--- src/rtl/sertx_pkg.sv ---
package sertx_pkg;

  typedef enum logic [2:0] {
    ST_IDLE  = 3'd0,
    ST_START = 3'd1,
    ST_DATA  = 3'd2,
    ST_PAR   = 3'd3,
    ST_STOP  = 3'd4
  } tx_state_e;

  typedef struct packed {
    logic len8;
    logic stop2;
    logic par_en;
    logic par_odd;
  } tx_fmt_t;

endpackage

--- src/rtl/sertx_rstsync.sv ---
module sertx_rstsync #(
  parameter int STAGES = 2
) (
  input  logic clk_i,
  input  logic rst_ni,
  output logic rst_no
);
  logic [STAGES-1:0] sync_q;

  always_ff @(posedge clk_i or negedge rst_ni) begin
    if (!rst_ni) sync_q <= '0;
    else         sync_q <= {sync_q[STAGES-2:0], 1'b1};
  end

  assign rst_no = sync_q[STAGES-1];
endmodule

--- src/rtl/sertx_hold.sv ---
module sertx_hold #(
  parameter int W = 8
) (
  input  logic         clk_i,
  input  logic         rst_ni,
  input  logic         wr_i,
  input  logic [W-1:0] wdata_i,
  input  logic         take_i,
  output logic [W-1:0] data_o,
  output logic         full_o
);
  logic [W-1:0] data_q, data_n;
  logic         full_q, full_n;

  // A write wins over a take in the same cycle: the old byte leaves
  // and the new byte stays pending.
  always_comb begin
    data_n = data_q;
    full_n = full_q;
    if (wr_i) begin
      data_n = wdata_i;
      full_n = 1'b1;
    end else if (take_i) begin
      full_n = 1'b0;
    end
  end

  always_ff @(posedge clk_i or negedge rst_ni) begin
    if (!rst_ni) begin
      data_q <= '0;
      full_q <= 1'b0;
    end else begin
      if (wr_i) data_q <= data_n;
      full_q <= full_n;
    end
  end

  assign data_o = data_q;
  assign full_o = full_q;
endmodule

--- src/rtl/sertx_framer.sv ---
module sertx_framer
  import sertx_pkg::*;
#(
  parameter int W = 8
) (
  input  logic         clk_i,
  input  logic         rst_ni,
  input  logic         en_i,
  input  logic         tick_i,
  input  tx_fmt_t      fmt_i,
  input  logic         full_i,
  input  logic [W-1:0] data_i,
  output logic         take_o,
  output logic         txd_o
);
  localparam int CW = $clog2(W + 1);

  tx_state_e    st_q, st_n;
  tx_fmt_t      fmt_q, fmt_n;
  logic [W-1:0] sh_q, sh_n;
  logic [CW-1:0] cnt_q, cnt_n;
  logic         par_q, par_n;
  logic         stop_sec_q, stop_sec_n;
  logic         txd_q, txd_n;

  logic          adv;
  logic [W-1:0]  masked;
  logic [CW-1:0] dlen;
  logic          load;

  assign adv    = en_i & tick_i;
  assign masked = fmt_i.len8 ? data_i : {1'b0, data_i[W-2:0]};
  assign dlen   = fmt_q.len8 ? CW'(W) : CW'(W - 1);

  always_comb begin
    st_n       = st_q;
    fmt_n      = fmt_q;
    sh_n       = sh_q;
    cnt_n      = cnt_q;
    par_n      = par_q;
    stop_sec_n = stop_sec_q;
    txd_n      = txd_q;
    load       = 1'b0;

    unique case (st_q)
      ST_IDLE: begin
        txd_n = 1'b1;
        if (adv && full_i) load = 1'b1;
      end
      ST_START: begin
        if (adv) begin
          txd_n = sh_q[0];
          sh_n  = sh_q >> 1;
          cnt_n = CW'(1);
          st_n  = ST_DATA;
        end
      end
      ST_DATA: begin
        if (adv) begin
          if (cnt_q == dlen) begin
            if (fmt_q.par_en) begin
              txd_n = par_q;
              st_n  = ST_PAR;
            end else begin
              txd_n      = 1'b1;
              stop_sec_n = 1'b0;
              st_n       = ST_STOP;
            end
          end else begin
            txd_n = sh_q[0];
            sh_n  = sh_q >> 1;
            cnt_n = cnt_q + CW'(1);
          end
        end
      end
      ST_PAR: begin
        if (adv) begin
          txd_n      = 1'b1;
          stop_sec_n = 1'b0;
          st_n       = ST_STOP;
        end
      end
      ST_STOP: begin
        if (adv) begin
          if (fmt_q.stop2 && !stop_sec_q) begin
            stop_sec_n = 1'b1;
          end else if (full_i) begin
            load = 1'b1;
          end else begin
            txd_n = 1'b1;
            st_n  = ST_IDLE;
          end
        end
      end
      default: begin
        txd_n = 1'b1;
        st_n  = ST_IDLE;
      end
    endcase

    // Capture the format and the character when the start bit begins.
    if (load) begin
      st_n  = ST_START;
      txd_n = 1'b0;
      fmt_n = fmt_i;
      sh_n  = masked;
      par_n = (^masked) ^ fmt_i.par_odd;
      cnt_n = '0;
    end
  end

  always_ff @(posedge clk_i or negedge rst_ni) begin
    if (!rst_ni) begin
      st_q       <= ST_IDLE;
      fmt_q      <= '0;
      sh_q       <= '0;
      cnt_q      <= '0;
      par_q      <= 1'b0;
      stop_sec_q <= 1'b0;
      txd_q      <= 1'b1;
    end else if (adv) begin
      st_q       <= st_n;
      fmt_q      <= fmt_n;
      sh_q       <= sh_n;
      cnt_q      <= cnt_n;
      par_q      <= par_n;
      stop_sec_q <= stop_sec_n;
      txd_q      <= txd_n;
    end
  end

  assign take_o = load;
  assign txd_o  = txd_q;
endmodule

--- src/rtl/sertx_top.sv ---
module sertx_top
  import sertx_pkg::*;
#(
  parameter int W          = 8,
  parameter int SYNC_STAGE = 2
) (
  input  logic         clk_i,
  input  logic         rst_ni,
  input  logic         en_i,
  input  logic         tick_i,
  input  logic         len8_i,
  input  logic         stop2_i,
  input  logic         par_en_i,
  input  logic         par_odd_i,
  input  logic         wr_i,
  input  logic [W-1:0] wr_data_i,
  output logic         empty_o,
  output logic         txd_o
);
  logic         rst_sync_n;
  logic         take;
  logic         full;
  logic [W-1:0] hold_data;
  tx_fmt_t      fmt;

  assign fmt = '{len8: len8_i, stop2: stop2_i, par_en: par_en_i, par_odd: par_odd_i};

  sertx_rstsync #(.STAGES(SYNC_STAGE)) i_rst (
    .clk_i  (clk_i),
    .rst_ni (rst_ni),
    .rst_no (rst_sync_n)
  );

  sertx_hold #(.W(W)) i_hold (
    .clk_i   (clk_i),
    .rst_ni  (rst_sync_n),
    .wr_i    (wr_i),
    .wdata_i (wr_data_i),
    .take_i  (take),
    .data_o  (hold_data),
    .full_o  (full)
  );

  sertx_framer #(.W(W)) i_framer (
    .clk_i  (clk_i),
    .rst_ni (rst_sync_n),
    .en_i   (en_i),
    .tick_i (tick_i),
    .fmt_i  (fmt),
    .full_i (full),
    .data_i (hold_data),
    .take_o (take),
    .txd_o  (txd_o)
  );

  assign empty_o = ~full;
endmodule

--- config.mk ---
export PLATFORM = sky130hd
export DESIGN_NAME = sertx_top
export DESIGN_NICKNAME = d
export VERILOG_FILES = /design/src/rtl/sertx_pkg.sv /design/src/rtl/sertx_rstsync.sv /design/src/rtl/sertx_hold.sv /design/src/rtl/sertx_framer.sv /design/src/rtl/sertx_top.sv
export SDC_FILE = /design/constraint.sdc
export NUM_CORES = 1
export LEC_CHECK = 0
export BUFFER_PORTS_ARGS = -buffer_cell sky130_fd_sc_hd__buf_2
export CAP_MARGIN = 10
export CORE_MARGIN = 2
export CORE_UTILIZATION = 58
export CTS_CLUSTER_DIAMETER = 200
export CTS_CLUSTER_SIZE = 25
export DETAILED_ROUTE_END_ITERATION = 8
export PLACE_DENSITY = 0.88
export SETUP_SLACK_MARGIN = 0.4
export SLEW_MARGIN = 20
export SYNTH_ARGS = -nofsm -noshare
export SYNTH_HDL_FRONTEND = slang
export SYNTH_HIERARCHICAL = 1
export SYNTH_SLANG_ARGS = --single-unit
--- constraint.sdc ---
create_clock -name clk_i -period 2.3 [get_ports clk_i]
set_input_delay 0.575 -clock clk_i [delete_from_list [all_inputs] [get_ports clk_i]]
set_output_delay 0.575 -clock clk_i [all_outputs]
set_load 0.01 [all_outputs]
Yosys cells after proc, flatten, opt, wreduce, memory -nomap -nowiden
Cells that the tools add are included.
Operators by class
  add/sub/neg operators: 1
  equality and inequality tests: 13
  mux-type cells: 31
  bitwise gates (word level): 3
  reduce and logical (&&, ||, !) cells: 13
Operators by type and width (number)
  $mux 8: 3
  $pmux 8 s2: 1
  $mux 3: 5
  $pmux 3 s5: 1
  $mux 1: 14
  $mux 4: 3
  $reduce_and 5->1: 2
  $ne 3x2->1 const B: 3
  $pmux 4 s2: 1
  $reduce_xor 8->1: 1
  $eq 3x2->1 const B: 2
  $ne 2x1->1 const B: 3
  $pmux 1 s3: 2
  $reduce_and 3->1: 2
  $reduce_bool 3->1: 2
  $add 4x1->4 const B: 1
  $eq 4x4->1: 1
  $eq 3x1->1 const B: 1
  $eq 3x3->1 const B: 1
  $logic_not 3->1: 1
  $ne 3x1->1 const B: 1
  $logic_and 1x1->1: 2
  $ne 2x2->1 const B: 1
  $pmux 1 s2: 1
  other kinds (6): 6
Storage, ports and cells
  register bits after elaboration: 32
  input bits: 17
  output and inout bits: 2

Depth between registers and ports, before layout
  depth in word-level cells: 7
  mapped depth: 7

Modules after synthesis
The synthesis kept the hierarchy.
By module, submodules not included
  sertx_framer: instances 1, cells each 123, area each 1296.2 um^2, seq. area each 526.8 um^2
  sertx_hold: instances 1, cells each 20, area each 369.1 um^2, seq. area each 225.2 um^2
  sertx_rstsync: instances 1, cells each 3, area each 53.8 um^2, seq. area each 50.0 um^2
  sertx_top: instances 1, cells each 1, area each 3.8 um^2, seq. area each 0.0 um^2

Least setup slack after synthesis
OpenSTA, ideal clock, no wires.
  kind: input-to-reg
  from: input port en_i
  to: register i_framer.sh_q[0]
  setup time: 0.125 ns
  arrival time: 1.663 ns
  setup slack: 0.512 ns
  stages on the path: 6
  buffers on the path: 2
  cells stage by stage: and2_1 > buf_2 > nand4b_4 > buf_6 > mux2_4 > mux2_4
Between the ends
  word-level cells in the longest chain between the ends: 6
  elaborated cells between the ends (all ways): 9
RTL lines
  from (decl): line sertx_top.sv:9  | input logic en_i,
  $and 1x1->1 *: line sertx_framer.sv:31  | assign adv = en_i & tick_i;
  $logic_and 1x1->1: line sertx_framer.sv:48  | if (adv && full_i) load = 1'b1;
  $mux 1: line sertx_framer.sv:48
  $pmux 1 s2: line sertx_framer.sv:45  | unique case (st_q)
  $ne 3x2->1 (no source line) or $reduce_bool 3->1 (tied branches)
  $reduce_and 3->1 (no source line)
  to (signal assigned): line sertx_framer.sv:124  | sh_q <= sh_n;
  to (decl): line sertx_framer.sv:20  | logic [W-1:0] sh_q, sh_n;
Every way passes the cells marked *; elsewhere a longest branch is shown, timed or not.
A chain may end at the register's enable or synchronous reset.

Final worst setup path
  from: register i_framer.st_q[1]
  to: register i_framer.sh_q[2]
Between the ends
  word-level cells in the longest chain between the ends: 4
  elaborated cells between the ends (all ways): 10
RTL lines
  from (decl): line sertx_framer.sv:18  | tx_state_e st_q, st_n;
  from (signal assigned): line sertx_framer.sv:122  | st_q <= st_n;
  $eq 3x3->1 or $logic_not 3->1 (tied branches): line sertx_framer.sv:45
  $pmux 1 s2: line sertx_framer.sv:45
  $ne 3x2->1 (no source line) or $reduce_bool 3->1 (tied branches)
  $reduce_and 3->1 (no source line)
Parallel ways exist; a longest one is shown, timed or not.

==> reports/metrics.cfg <==
[sta]
hold-worst-slack_ps = 280
setup_tns_ps = 0
rsz0062_at_grt = true
period_minus_slack_ps = 1800
maxClockFrequency_mhz = 556
period_share_pct = 78.1
skew_ps = 11.4
slew_viol_final = 0
worst_slew_pin_slew_ps = 692
hold_violations = 0
slew_headroom_pct = 53.9
setup_viol = 0

[route]
drtIter0Drc = 30
final_antenna_net_count = 0
wirelength_um = 3210
wl_per_cell_um = 15.9
vias = 1188
drc_errors = 0
drt-pass1-iter-count = 4
vias_per_cell = 5.91

[critical_path]
path_class = flip-flop to flip-flop
required_ps = 2520
end_kind = flip-flop
critical_path.startpoint_type = flip-flop
cp.arrival_ps = 2020
path_max_fanout = 11

[cts]
clk_latency_ps = 330
cts_buffer_depth = 2
numCtsBuffers = 5
clk_pin_slew_ps = 100
cts_setup_buffers = 0
cts_tree = yes
cts_root_buffer = clkbuf_4
clock-sinks = 32
htreeDepth = 2

[cells_and_area]
finalNetCount = 187
fillers = 202
area_growth_pct = 12.1
drive_above_1_share_pct = 37.6
diodes = 0

[synth]
netlist_top_cells_area = dfrtp_1 (45%), mux2_4 (14%), mux2_2 (4.6%)
mappedNetlistNets = 165
synth_async_sr_flop_share_pct = 100
yosys.area.top_type = dfrtp_1
netlist_instances = 147
synth_edf_count = 0
synth_most_common_cell = dfrtp_1
synth-seq-cells = 32
ys.warnings.count = 6
synth_common_cells = dfrtp_1 (31), nand2_1 (18), mux2_4 (16)
yosys_most_used_dff = dfrtp_1
synth.distinct_cells = 43
avgSynthCellArea_um2 = 11.7
seq_area_frac_synth_pct = 46.6
yosysTopAreaCellShare_pct = 45.0
synth_area_um2 = 1720

[floorplanning]
ios = 19
fp.dieH_um = 58.5
die_area_um2 = 3420
die_x_um = 58.5
initial_core_util_pct = 61.9
placementRows = 19
coreArea_um2 = 2780

[global_route]
grt_pass1_wl_um = 5390
grtUsageTotal_pct = 21.6
grt-ovfl-total = 0
grt_max_degree = 18
grt_pass1_vias = 1184
antenna_found_initial = 0

[placed_design]
dp.final_hpwl_um = 2410
io_buffers = 18
place_congestion = 0.812

[run_status]
outcome = completed

[job]
max_cap_viol_count = 0

[power]
power_leakage_nw = 0.899
powerDensity_nw_per_um2 = 1080
ir_drop_mv = 0.804

[worst_hold_path]
worst_hold_path_type = flip-flop to asynchronous set/reset pin

==> cell type report <==
| type | count | area (um^2) | area share, % |
|---|---|---|---|
| clock buffer | 6 | 41.3 | 2.14 |
| inverter | 8 | 30.0 | 1.56 |
| multi-input combinational | 101 | 867 | 44.9 |
| sequential | 32 | 803 | 41.6 |
| tap | 31 | 38.8 | 2.01 |
| clock inverter | 2 | 35.0 | 1.81 |
| timing repair buffer | 21 | 115 | 5.96 |
==> stage by stage <==
| stage | area, um^2 | std cells | utilization, % | power [mW] | worst slack (ps) |
|---|---|---|---|---|---|
| finish | 1930 | 201 | 69.4 | 2.08 | 503 |
| global route | 1930 | 201 | 69.4 | 2.22 | 383 |
| global placement | 1820 | 192 | 65.4 | 1.59 | 355 |
| CTS | 1900 | 201 | 68.5 | 2.07 | 404 |
| detailed placement | 1820 | 192 | 65.4 | 1.65 | 313 |
| floorplan | 1720 | 147 | - | 1.50 | 512 |
==> critical path, stage by stage (launching register included) <==
cell and delay (ps):
dfrtp_1 490, inv_2 120, nor3_4 270, nand2_2 100, a21oi_2 110, buf_4 230, mux2_2 360
==> logic make-up after synthesis <==
| family | Yosys count | share of synthesized area (%) |
|---|---|---|
| AND/OR/NAND/NOR | 41 | 13.6 |
| flip-flops | 32 | 46.6 |
| AO/OA/AOI/OAI | 25 | 10.6 |
| multiplexers | 25 | 19.7 |
| buffers and inverters | 14 | 4.57 |
| XOR/XNOR | 8 | 4.07 |
| adder cells (fa/ha/maj) | 1 | 0.726 |
| other | 1 | 0.218 |
==> where the power goes <==
part / internal, mW / switching (mW)
registers: 0.735 / 0.212
clock network: 0.228 / 0.186
logic: 0.409 / 0.312
total: 1.37 / 0.710
==> layout by cell type, fill, tap and decap left out, types with 3 or more instances in the layout <==
master | synthesis | routed
a21oi_1 | 4 | 4
buf_2 | 3 | 18
clkbuf_4 | 0 | 5
dfrtp_1 | 31 | 30
inv_1 | 7 | 7
mux2_2 | 7 | 7
mux2_4 | 16 | 16
nand2_1 | 18 | 18
nor2_1 | 7 | 7
o21ai_0 | 3 | 3
xnor2_1 | 8 | 8
==> path summary, 6_finish.rpt <==
kind / startpoint / end / slack (ps) / cells past startpoint
min in group clk_i: i_rst/sync_q[0]$_DFF_PN0_ / i_rst/sync_q[1]$_DFF_PN0_ / 360 / 0
hold reg to reg: i_rst/sync_q[1]$_DFF_PN0_ / i_hold/data_o[7]$_DFFE_PN0P_ / 280 / 0
setup reg to reg: i_framer/st_q[1]$_DFFE_PN0P_ / i_framer/sh_q[2]$_DFFE_PN0P_ / 500 / 6
setup / recovery: i_framer/st_q[1]$_DFFE_PN0P_ / i_framer/sh_q[2]$_DFFE_PN0P_ / 500 / 6
hold / removal: i_rst/sync_q[1]$_DFF_PN0_ / i_hold/data_o[7]$_DFFE_PN0P_ / 280 / 0
max in group asynchronous: i_rst/sync_q[1]$_DFF_PN0_ / i_framer/par_q$_DFFE_PN0P_ / 1370 / 1
==> state kept, by name, summed over array words and instances (netlist names) <==
| register | flops |
|---|---|
| i_framer/sh_q | 8 |
| i_hold/data_o | 8 |
| i_framer/cnt_q | 4 |
| i_framer/fmt_q | 3 |
| i_framer/st_q | 3 |
| i_rst/sync_q | 2 |
| i_framer/par_q | 1 |
| i_framer/stop_sec_q | 1 |
| i_framer/txd_o | 1 |
| i_hold/full_o | 1 |
==> repair_timing <==
item | 4_1_cts | 5_1_grt
gates resized for setup | 0 | 4
endpoints found under the setup margin | 0 | 7
hold buffers | 1 | 0
hold endpoints to repair | 2 | 0
==> layer usage <==
metal	global-route usage (%)	up-vias	wire [um]
met5	0	-	0
met4	12.0	0	106
met3	6.15	10	127
met2	34.7	36	1640
met1	26.1	581	1330
li1	-	561	-
(Power assumes the default switching activity.)
